===== config.mk =====
export PLATFORM = sky130hd
export DESIGN_NAME = thermal_regfile
export DESIGN_NICKNAME = d
export VERILOG_FILES = /design/src/rtl/thermal_regfile_pkg.sv /design/src/rtl/thermal_addr_match.sv /design/src/rtl/thermal_byte_seq.sv /design/src/rtl/thermal_reg_bank.sv /design/src/rtl/thermal_regfile.sv
export SDC_FILE = /design/constraint.sdc
export NUM_CORES = 1
export LEC_CHECK = 0
export ABC_AREA = 1
export ABC_CLOCK_PERIOD_IN_PS = 5100
export BUFFER_PORTS_ARGS = -buffer_cell sky130_fd_sc_hd__clkbuf_2
export CAP_MARGIN = 20
export CORE_ASPECT_RATIO = 2
export CORE_MARGIN = 1
export CORE_UTILIZATION = 44
export CTS_CLUSTER_SIZE = 20
export DETAILED_ROUTE_END_ITERATION = 8
export PLACE_DENSITY = 0.66
export SYNTH_ARGS = -nofsm -noshare
export SYNTH_HDL_FRONTEND = slang
export SYNTH_SLANG_ARGS = --single-unit

===== constraint.sdc =====
create_clock -name clk -period 5.1 [get_ports clk]
set_clock_uncertainty 0.2 [all_clocks]
set_input_delay 0.255 -clock clk [delete_from_list [all_inputs] [get_ports clk]]
set_output_delay 0.255 -clock clk [all_outputs]
set_load 0.005 [all_outputs]

===== src/rtl/thermal_regfile_pkg.sv =====
package thermal_regfile_pkg;
  localparam int WORD_W   = 16;
  localparam int BYTE_W   = 8;
  localparam int PTR_W    = 3;
  localparam int FLAG_W   = 3;
  localparam int SAMPLE_W = WORD_W - FLAG_W;

  localparam logic [PTR_W-1:0] SEL_CAP   = 3'd0;
  localparam logic [PTR_W-1:0] SEL_CFG   = 3'd1;
  localparam logic [PTR_W-1:0] SEL_UPPER = 3'd2;
  localparam logic [PTR_W-1:0] SEL_LOWER = 3'd3;
  localparam logic [PTR_W-1:0] SEL_CRIT  = 3'd4;
  localparam logic [PTR_W-1:0] SEL_TEMP  = 3'd5;

  localparam int CFG_MODE   = 0;
  localparam int CFG_POL    = 1;
  localparam int CFG_STATUS = 4;
  localparam int CFG_CLR    = 5;
  localparam int CFG_ALOCK  = 6;
  localparam int CFG_CLOCK  = 7;

  localparam logic [WORD_W-1:0] CFG_FREE_MASK = 16'h070C;
  localparam logic [WORD_W-1:0] CAP_MASK      = 16'h001F;

  typedef enum logic [1:0] {
    PH_PTR = 2'd0,
    PH_HI  = 2'd1,
    PH_LO  = 2'd2
  } wr_phase_e;
endpackage


===== src/rtl/thermal_addr_match.sv =====
module thermal_addr_match #(
  parameter int TYPE_W = 4,
  parameter int SUB_W  = 3,
  parameter logic [TYPE_W-1:0] TYPE_CODE = 4'b0011,
  localparam int ADDR_W = TYPE_W + SUB_W + 1
) (
  input  logic              clk,
  input  logic              rst,
  input  logic              start_i,
  input  logic [ADDR_W-1:0] addr_i,
  input  logic [SUB_W-1:0]  sub_pins_i,
  input  logic              stop_i,
  output logic              sel_o,
  output logic              rd_mode_o,
  output logic              ack_o
);
  logic hit;

  assign hit = (addr_i[ADDR_W-1 -: TYPE_W] == TYPE_CODE) &&
               (addr_i[SUB_W:1] == sub_pins_i);

  always_ff @(posedge clk) begin
    if (rst) begin
      sel_o     <= 1'b0;
      rd_mode_o <= 1'b0;
      ack_o     <= 1'b0;
    end else begin
      ack_o <= start_i && hit;
      if (start_i) begin
        sel_o     <= hit;
        rd_mode_o <= addr_i[0];
      end else if (stop_i) begin
        sel_o <= 1'b0;
      end
    end
  end

  // acknowledge only follows a start
  a_r2_ack_after_start: assert property (@(posedge clk) disable iff (rst)
    ack_o |-> $past(start_i));
  // selection only arises from a start
  a_r2_sel_from_start: assert property (@(posedge clk) disable iff (rst)
    $rose(sel_o) |-> $past(start_i));
endmodule


===== src/rtl/thermal_byte_seq.sv =====
module thermal_byte_seq
  import thermal_regfile_pkg::*;
(
  input  logic              clk,
  input  logic              rst,
  input  logic              sel_i,
  input  logic              rd_mode_i,
  input  logic              start_i,
  input  logic              byte_valid_i,
  input  logic [BYTE_W-1:0] byte_i,
  input  logic              rd_req_i,
  input  logic [WORD_W-1:0] rd_word_i,
  output logic [PTR_W-1:0]  ptr_o,
  output logic              wr_en_o,
  output logic [WORD_W-1:0] wr_data_o,
  output logic [BYTE_W-1:0] rd_data_o,
  output logic              rd_valid_o
);
  wr_phase_e         phase_q;
  logic [BYTE_W-1:0] hi_q;
  logic              rd_msb_q;
  logic              wr_take;
  logic              rd_take;

  assign wr_take   = sel_i && !rd_mode_i && byte_valid_i && !start_i;
  assign rd_take   = sel_i &&  rd_mode_i && rd_req_i && !start_i;
  assign wr_en_o   = wr_take && (phase_q == PH_LO);
  assign wr_data_o = {hi_q, byte_i};

  always_ff @(posedge clk) begin
    if (rst) begin
      phase_q <= PH_PTR;
      hi_q    <= '0;
      ptr_o   <= SEL_CAP;
    end else if (start_i) begin
      phase_q <= PH_PTR;
    end else if (wr_take) begin
      unique case (phase_q)
        PH_PTR: begin
          if (byte_i[BYTE_W-1:PTR_W] == '0) ptr_o <= byte_i[PTR_W-1:0];
          phase_q <= PH_HI;
        end
        PH_HI: begin
          hi_q    <= byte_i;
          phase_q <= PH_LO;
        end
        default: phase_q <= PH_HI;
      endcase
    end
  end

  always_ff @(posedge clk) begin
    if (rst) begin
      rd_msb_q   <= 1'b1;
      rd_data_o  <= '0;
      rd_valid_o <= 1'b0;
    end else begin
      rd_valid_o <= rd_take;
      if (start_i) begin
        rd_msb_q <= 1'b1;
      end else if (rd_take) begin
        rd_data_o <= rd_msb_q ? rd_word_i[WORD_W-1:BYTE_W] : rd_word_i[BYTE_W-1:0];
        rd_msb_q  <= !rd_msb_q;
      end
    end
  end

  // a read byte only follows a request
  a_r4_valid_needs_req: assert property (@(posedge clk) disable iff (rst)
    rd_valid_o |-> $past(rd_req_i) && $past(sel_i));
  // a register write never happens while a read transfer is selected
  a_r3_no_write_in_read: assert property (@(posedge clk) disable iff (rst)
    wr_en_o |-> !rd_mode_i);
  // a write needs an earlier byte on this transfer
  a_r3_write_after_hi: assert property (@(posedge clk) disable iff (rst)
    wr_en_o |-> $past(byte_valid_i));
endmodule


===== src/rtl/thermal_reg_bank.sv =====
module thermal_reg_bank
  import thermal_regfile_pkg::*;
#(
  parameter logic [WORD_W-1:0] CAP_VALUE = 16'h0001
) (
  input  logic                clk,
  input  logic                rst,
  input  logic [PTR_W-1:0]    ptr_i,
  input  logic                wr_en_i,
  input  logic [WORD_W-1:0]   wr_data_i,
  input  logic                evt_status_i,
  input  logic                crit_flag_i,
  input  logic                above_flag_i,
  input  logic                below_flag_i,
  input  logic [SAMPLE_W-1:0] sample_i,
  output logic [WORD_W-1:0]   rd_word_o,
  output logic [WORD_W-1:0]   cfg_o,
  output logic [WORD_W-1:0]   upper_o,
  output logic [WORD_W-1:0]   lower_o,
  output logic [WORD_W-1:0]   crit_o,
  output logic                clr_evt_o
);
  localparam int THR_N = 3;

  logic [WORD_W-1:0] cfg_q;
  logic [WORD_W-1:0] cfg_next;
  logic [WORD_W-1:0] temp_q;
  logic [WORD_W-1:0] thr_q [THR_N];
  logic              clr_q;
  logic              alm_lock;
  logic              crit_lock;
  logic              cfg_wr;

  assign alm_lock  = cfg_q[CFG_ALOCK];
  assign crit_lock = cfg_q[CFG_CLOCK];
  assign cfg_wr    = wr_en_i && (ptr_i == SEL_CFG);

  always_comb begin
    cfg_next = (cfg_q & ~CFG_FREE_MASK) | (wr_data_i & CFG_FREE_MASK);
    if (!(alm_lock || crit_lock)) begin
      cfg_next[CFG_MODE] = wr_data_i[CFG_MODE];
      cfg_next[CFG_POL]  = wr_data_i[CFG_POL];
    end
    cfg_next[CFG_ALOCK] = alm_lock  | wr_data_i[CFG_ALOCK];
    cfg_next[CFG_CLOCK] = crit_lock | wr_data_i[CFG_CLOCK];
  end

  always_ff @(posedge clk) begin
    if (rst) begin
      cfg_q <= '0;
      clr_q <= 1'b0;
    end else begin
      clr_q <= cfg_wr && wr_data_i[CFG_CLR];
      if (cfg_wr) cfg_q <= cfg_next;
    end
  end

  always_ff @(posedge clk) begin
    if (rst) temp_q <= '0;
    else     temp_q <= {crit_flag_i, above_flag_i, below_flag_i, sample_i};
  end

  for (genvar g = 0; g < THR_N; g++) begin : g_thr
    localparam logic [PTR_W-1:0] MY_PTR = SEL_UPPER + PTR_W'(g);
    logic lock_g;
    assign lock_g = (g == THR_N - 1) ? crit_lock : alm_lock;

    always_ff @(posedge clk) begin
      if (rst) thr_q[g] <= '0;
      else if (wr_en_i && (ptr_i == MY_PTR) && !lock_g) thr_q[g] <= wr_data_i;
    end

    // R7 (alarm limits) and R8 (critical limit): locked limits hold
    a_r7_thr_locked: assert property (@(posedge clk) disable iff (rst)
      (wr_en_i && (ptr_i == MY_PTR) && lock_g) |=> $stable(thr_q[g]));
  end

  always_comb begin
    unique case (ptr_i)
      SEL_CAP:   rd_word_o = CAP_VALUE & CAP_MASK;
      SEL_CFG:   rd_word_o = cfg_q | (WORD_W'(evt_status_i) << CFG_STATUS);
      SEL_UPPER: rd_word_o = thr_q[0];
      SEL_LOWER: rd_word_o = thr_q[1];
      SEL_CRIT:  rd_word_o = thr_q[2];
      SEL_TEMP:  rd_word_o = temp_q;
      default:   rd_word_o = '0;
    endcase
  end

  assign cfg_o     = cfg_q;
  assign upper_o   = thr_q[0];
  assign lower_o   = thr_q[1];
  assign crit_o    = thr_q[2];
  assign clr_evt_o = clr_q;

  // locks are sticky
  a_r11_alarm_lock_sticky: assert property (@(posedge clk) disable iff (rst)
    alm_lock |=> alm_lock);
  a_r11_crit_lock_sticky: assert property (@(posedge clk) disable iff (rst)
    crit_lock |=> crit_lock);
  // mode and polarity frozen under either lock
  a_r9_mode_frozen: assert property (@(posedge clk) disable iff (rst)
    (alm_lock || crit_lock) |=> $stable(cfg_q[CFG_POL:CFG_MODE]));
  // status, clear and reserved bits never stored
  a_r13_cfg_reserved_zero: assert property (@(posedge clk) disable iff (rst)
    cfg_q[WORD_W-1:11] == '0 && !cfg_q[CFG_STATUS] && !cfg_q[CFG_CLR]);
endmodule


===== src/rtl/thermal_regfile.sv =====
module thermal_regfile
  import thermal_regfile_pkg::*;
#(
  parameter int TYPE_W = 4,
  parameter int SUB_W  = 3,
  parameter logic [TYPE_W-1:0] TYPE_CODE = 4'b0011,
  parameter logic [WORD_W-1:0] CAP_VALUE = 16'h0001
) (
  input  logic                clk,
  input  logic                rst,
  input  logic [SUB_W-1:0]    sub_pins,
  input  logic                start,
  input  logic [BYTE_W-1:0]   addr_byte,
  input  logic                stop,
  input  logic                byte_valid,
  input  logic [BYTE_W-1:0]   byte_in,
  input  logic                rd_req,
  input  logic                evt_status,
  input  logic                crit_flag,
  input  logic                above_flag,
  input  logic                below_flag,
  input  logic [SAMPLE_W-1:0] temp_sample,
  output logic                addr_ack,
  output logic                rd_valid,
  output logic [BYTE_W-1:0]   rd_data,
  output logic [WORD_W-1:0]   cfg_out,
  output logic [WORD_W-1:0]   upper_out,
  output logic [WORD_W-1:0]   lower_out,
  output logic [WORD_W-1:0]   crit_out,
  output logic                clr_evt
);
  logic              sel;
  logic              rd_mode;
  logic [PTR_W-1:0]  ptr;
  logic              wr_en;
  logic [WORD_W-1:0] wr_data;
  logic [WORD_W-1:0] rd_word;

  thermal_addr_match #(
    .TYPE_W(TYPE_W), .SUB_W(SUB_W), .TYPE_CODE(TYPE_CODE)
  ) u_match (
    .clk(clk), .rst(rst), .start_i(start), .addr_i(addr_byte),
    .sub_pins_i(sub_pins), .stop_i(stop),
    .sel_o(sel), .rd_mode_o(rd_mode), .ack_o(addr_ack)
  );

  thermal_byte_seq u_seq (
    .clk(clk), .rst(rst), .sel_i(sel), .rd_mode_i(rd_mode), .start_i(start),
    .byte_valid_i(byte_valid), .byte_i(byte_in), .rd_req_i(rd_req),
    .rd_word_i(rd_word), .ptr_o(ptr), .wr_en_o(wr_en), .wr_data_o(wr_data),
    .rd_data_o(rd_data), .rd_valid_o(rd_valid)
  );

  thermal_reg_bank #(.CAP_VALUE(CAP_VALUE)) u_bank (
    .clk(clk), .rst(rst), .ptr_i(ptr), .wr_en_i(wr_en), .wr_data_i(wr_data),
    .evt_status_i(evt_status), .crit_flag_i(crit_flag), .above_flag_i(above_flag),
    .below_flag_i(below_flag), .sample_i(temp_sample), .rd_word_o(rd_word),
    .cfg_o(cfg_out), .upper_o(upper_out), .lower_o(lower_out), .crit_o(crit_out),
    .clr_evt_o(clr_evt)
  );

  // the clear request lasts a single cycle
  a_r10_clr_single: assert property (@(posedge clk) disable iff (rst)
    clr_evt |=> !clr_evt);
  // the clear request only follows a register write
  a_r10_clr_after_write: assert property (@(posedge clk) disable iff (rst)
    clr_evt |-> $past(wr_en));
endmodule


After elaboration in Yosys (flattened, before gate mapping)
Memories as Yosys holds them, arrays and structs flattened.
Index checks and enable logic that the tools add are counted.
{"block": "word_totals", "register_bits": 59, "memories": 1, "mem_bits_rw": 48}
{"name": "u_bank.thr_q", "depth": 3, "width": 16, "read_ports": 3, "rd_clocked_by_memory_dff": 0, "write_ports": 3, "line_no": "thermal_reg_bank.sv:28", "text": "logic [WORD_W-1:0] thr_q [THR_N];"}
{"block": "op_classes", "n_mux": 20, "n_eq_ne": 9, "reduce_logical": 31, "n_bitwise": 8}
{"cell": "16-bit one-hot mux with 6 select lines", "n": 1}
{"cell": "16-bit 2-to-1 mux", "n": 3}
{"cell": "1-bit logical AND", "n": 17}
{"cell": "16-bit by 11-bit bitwise OR with 16-bit output", "n": 1}
{"cell": "16-bit by 5-bit bitwise OR with 16-bit output", "n": 1}
{"cell": "1-bit 2-to-1 mux", "n": 13}
{"cell": "8-bit 2-to-1 mux", "n": 1}
{"cell": "3-bit by 2-bit equality test with 1-bit output, second input constant", "n": 2}
{"cell": "3-bit equality test, second input constant", "n": 2}
{"cell": "1-bit zero test", "n": 5}
{"cell": "5-bit zero test", "n": 1}
{"cell": "1-bit bitwise OR", "n": 5}
{"cell": "4-bit by 2-bit equality test with 1-bit output, second input constant", "n": 1}
{"cell": "2-bit 2-to-1 mux", "n": 2}
{"cell": "4-bit AND reduction", "n": 1}
{"cell": "3-bit by 1-bit equality test with 1-bit output, second input constant", "n": 1}
{"cell": "3-bit equality test", "n": 1}
{"cell": "3-bit zero test", "n": 1}
{"cell": "3-bit AND reduction", "n": 1}
{"cell": "2-bit by 1-bit equality test with 1-bit output, second input constant", "n": 1}
{"cell": "2-bit equality test, second input constant", "n": 1}
{"cell": "2-bit zero test", "n": 1}
{"cell": "2-bit AND reduction", "n": 1}
{"cell": "2-bit nonzero test", "n": 1}
{"cell": "other kinds (3)", "n": 3}

Depth between registers and ports, before layout
{"block": "depth", "word_depth": 11, "depth_mapped": 9}

Hierarchy
Synthesis repeated with hierarchy kept, for this count alone.
{"block": "unflattened", "cells_unflattened": 582, "hier_area_um2": 4682.0}
{"module": "thermal_reg_bank", "cells_each": 390, "area_per_inst_um2": 3430.8, "n_inst": 1}
{"module": "thermal_byte_seq", "cells_each": 158, "area_per_inst_um2": 1068.5, "n_inst": 1}
{"module": "thermal_addr_match", "cells_each": 34, "area_per_inst_um2": 182.7, "n_inst": 1}

Worst setup path before layout
Ideal clock, no wire load.
{"block": "synth_timing", "path_kind": "register to register", "from": "reg u_seq.ptr_o[0]", "to": "mem u_bank.thr_q[2][0] (enable)", "synth_period_minus_slack_ps": 2640, "n_path_buf": 1, "arrival_time_ps": 2026, "required_time_ps": 4486, "stages_incl_launch_ff": 5, "slack_ps": 2460, "path_cell_list": "dfxtp_1 > buf_4 > nor2_4 > nand2_1 > o31ai_1"}
{"element": "start, declared", "line_no": "thermal_byte_seq.sv:13", "text": "output logic [PTR_W-1:0] ptr_o,"}
{"element": "start signal, assigned", "line_no": "thermal_byte_seq.sv:40", "text": "if (byte_i[BYTE_W-1:PTR_W] == '0) ptr_o <= byte_i[PTR_W-1:0];"}
{"element": "end, declared", "line_no": "thermal_reg_bank.sv:28"}

==> impl_metrics.py <==
metrics = {
    "outcome": {
        "status": "finished clean",
    },
    "global_routing": {
        "grt_max_degree": 37,
        "grt_overflow": 0,
        "grt_pass1_wl_um": 19400,
        "antenna_found_initial": 0,
        "grt_pass1_vias": 3777,
        "grt_usage_pct": 25.1,
    },
    "critical_path": {
        "r2r_slack_ns": 2.34,
        "critPathLaunchType": "register",
        "path_buf_inv": 1,
        "cp-end-kind": "register",
        "crit_path_end": "u_bank.thr_q[0][2]",
        "reg2reg_depth": 5,
        "crit_path_start": "u_seq.ptr_o[2]",
        "cp_data_arrival_time_ns": 2.49,
        "cp.required_ns": 4.83,
        "cpLargestDelayFamily": "flip-flops",
        "cp_slowest_stage_delay_ns": 0.90,
        "criticalPathCategory": "reg -> reg",
        "rr_startpoint": "u_seq.ptr_o[2]",
        "path_max_fanout": 24,
        "critPathSlowestCell": "dfxtp_1",
        "crit_chain": "inv_2, nand2_2, nor2_4, nand3_1, nand2_1",
        "worst-path-stages": 5,
        "r2r_end": "u_bank.thr_q[0][2]",
    },
    "clock_network": {
        "cts_resized": 0,
        "clock_path_buffers": 2,
        "path_clk_slew_ns": 0.06,
        "postCtsHoldBufs": 19,
        "clkLatencyLatePin_ns": 0.35,
        "post-cts-setup-buffer-count": 0,
        "cts_htree_levels": 3,
        "root_buffer": "clkbuf_16",
        "cts_tree": "yes",
        "cts_buffers": 9,
        "cts.sinks": 100,
    },
    "synthesis": {
        "synth_cell_type_count": 30,
        "async_reset_ff_share_pct": 0,
        "yosys.area.top_type": "edfxtp_1",
        "syn_inst": 526,
        "synthMuxAreaShare_pct": 0,
        "yosys.area_share.adder_pct": 0,
        "synth_top_family_by_area": "simple AND/OR/NAND/NOR gates",
        "synth-edff-count": 48,
        "synth-compound-area-share_pct": 7.32,
        "syn_area_per_cell_um2": 8.51,
        "yosysMostFrequentCell": "nor2_1",
        "synthTopCellsByArea": "edfxtp_1, dfxtp_1, nor2_1, inv_1, nand2_1",
        "synth_commonest_cells": "nor2_1, inv_1, nand2_1, dfxtp_1, edfxtp_1",
        "synth_flop_cell": "dfxtp_1",
        "synth_warnings": 0,
        "ys_seq_elements": 100,
        "synth-xor-area-share_pct": 0.391,
        "yosysSeqAreaShare_pct": 55.5,
        "synth_top_area_share_pct": 32.2,
        "yosys.area_share.simple_pct": 26.3,
        "syn-cell-area_um2": 4480,
    },
    "final_layout": {
        "drive_gt1_share_pct": 23.0,
        "fillerInstances": 952,
        "nets": 685,
        "syn2layout_area_growth_pct": 24.6,
        "diodes": 0,
    },
    "power": {
        "clockPowerShare_pct": 43.2,
        "power_frac_comb_pct": 5.1,
        "p_seq_share_pct": 51.7,
        "netSwitchingPower_uw": 358,
        "p_int_mw": 1.33,
        "total_leakage_power_nw": 2.51,
        "p_per_area_nw_per_um2": 303,
        "max-vdd-ir-drop_mv": 0.210,
        "switching_share_pct": 21.2,
    },
    "timing": {
        "finalSetupViolCount": 0,
        "worst_slew_pin_slew_ns": 1.10,
        "slew_violations": 0,
        "period_share_pct": 54.2,
        "hold_viol": 0,
        "fmax_mhz": 362,
        "relSlewSlack_pct": 26.4,
        "fin_crit_ns": 2.76,
        "holdWs_ns": 0.0114,
        "rsz0062_at_grt": "no",
        "fin_tns_setup_ns": 0,
    },
    "floorplan": {
        "die_w_um": 73.3,
        "core_um2": 9830,
        "ioPinCount": 117,
        "die_area_um2": 10600,
        "initial_core_util_pct": 45.5,
        "die_h_um": 145,
        "num_rows": 51,
    },
    "detailed_routing": {
        "drtAntennaViolNets": 0,
        "drt-wirelength-per-cell_um": 16.5,
        "first_pass_iters": 5,
        "drtIter0Drc": 234,
        "drc": 0,
        "routed_via_density": 5.10,
        "wl_um": 12800,
        "num_vias": 3977,
    },
    "placement": {
        "port_buffers": 109,
        "hpwl_um": 9540,
        "routabilityCongestion": 0.931,
    },
    "worst_hold_path": {
        "hold_class": "in -> reg",
    },
    "run": {
        "cap_violations": 0,
    },
}
worst min-delay path by stage:
stage                                    end  cells past startpoint               start
after floorplan             u_bank.temp_q[0]                      2      temp_sample[0]
after global placement    u_seq.rd_data_o[4]                      2  u_seq.rd_data_o[4]
after detailed placement    u_bank.temp_q[4]                      3      temp_sample[4]
after CTS                      u_match.ack_o                      4        addr_byte[6]
after global routing           u_match.ack_o                      4        addr_byte[7]
final                          u_match.ack_o                      4        addr_byte[6]
registers in the layout (all words and copies together), names as in the netlist:
| name | cells |
|---|---|
| u_bank.cfg_o | 9 |
| u_seq.rd_valid_o | 1 |
| u_bank.thr_q | 48 |
| u_seq.rd_msb_q | 1 |
| u_seq.rd_data_o | 8 |
| u_match.sel_o | 1 |
| u_bank.temp_q | 16 |
| u_seq.hi_q | 8 |
| u_seq.phase_q | 2 |
| u_match.ack_o | 1 |
| u_match.rd_mode_o | 1 |
| u_seq.ptr_o | 3 |
| u_bank.clr_evt_o | 1 |
tightest hold or removal path: stages:
cell and delay [ns]:
clkbuf_2 0.08, nor3_1 0.04, nand4_1 0.10, nor2_1 0.04
cell families after synthesis:
group | Yosys count
xor gates and xnor gates | 2
DFF | 100
buffers and inverters | 109
AOI/OAI and AO/OA | 62
and+or+nand+nor | 252
other | 1
area by class of cell:
class	instances	area [µm²]	share of cell area (%)
clock buffer	11	233	4.17
clock inverter	5	86.3	1.55
inverter	78	293	5.25
multi-input combinational	323	1560	28.0
sequential	100	2480	44.5
tap	132	165	2.96
timing repair buffer	131	758	13.6
per-stage QoR:
| step | area (µm²) | std cells | total power, mW | utilization (%) | setup WS [ns] |
|---|---|---|---|---|---|
| 2_1_floorplan | 4500 | 532 | 0.920 | - | 2.46 |
| 3_3_place_gp | 5070 | 745 | 0.965 | 51.6 | 2.53 |
| 3_5_place_dp | 5070 | 745 | 0.965 | 51.6 | 2.40 |
| 4_1_cts | 5580 | 780 | 1.69 | 56.7 | 2.38 |
| 5_1_grt | 5580 | 780 | 1.73 | 56.7 | 2.20 |
| 6_report | 5580 | 780 | 1.69 | 56.7 | 2.34 |
power groups by stage:
stage	Clock, mW	Sequential [mW]	Combinational (mW)
global placement	0	0.891	0.0737
CTS	0.734	0.873	0.0871
floorplan	0	0.886	0.0331
finish	0.729	0.873	0.0862
global route	0.764	0.874	0.0956
detailed placement	0	0.890	0.0750
placed cells by master, fill, tap and decap left out, types with 2 or more instances in the layout:
master and n:
nand2_1 62, o31ai_2 2, nand3_2 3, edfxtp_1 48, dlygate4sd3_1 19, clkbuf_2 109
nor2_4 3, o21ai_0 22, nand2_2 2, dfxtp_1 52, buf_4 3, nor3_1 6
a21oi_1 31, clkbuf_1 2, conb_1 7, clkinv_4 2, o21ai_1 3, inv_2 8
nand4_4 3, inv_1 70, nand3_1 29, bufinv_16 2, nand4_1 27, nor4_1 3
clkbuf_16 9, nor2_1 111, a211oi_1 3
routing by layer:
layer  global-route usage, %  share of wire [%]  up-vias  routed length [µm]
li1                        -                  -     1941                   -
met1                    28.7                 38     1807                4850
met2                    44.0                 53      191                6770
met3                    3.76                5.6       38                 719
met4                    13.6                3.9        0                 501
met5                       0                  0        -                   0
Note: power is estimated with default switching activity, not from simulation.
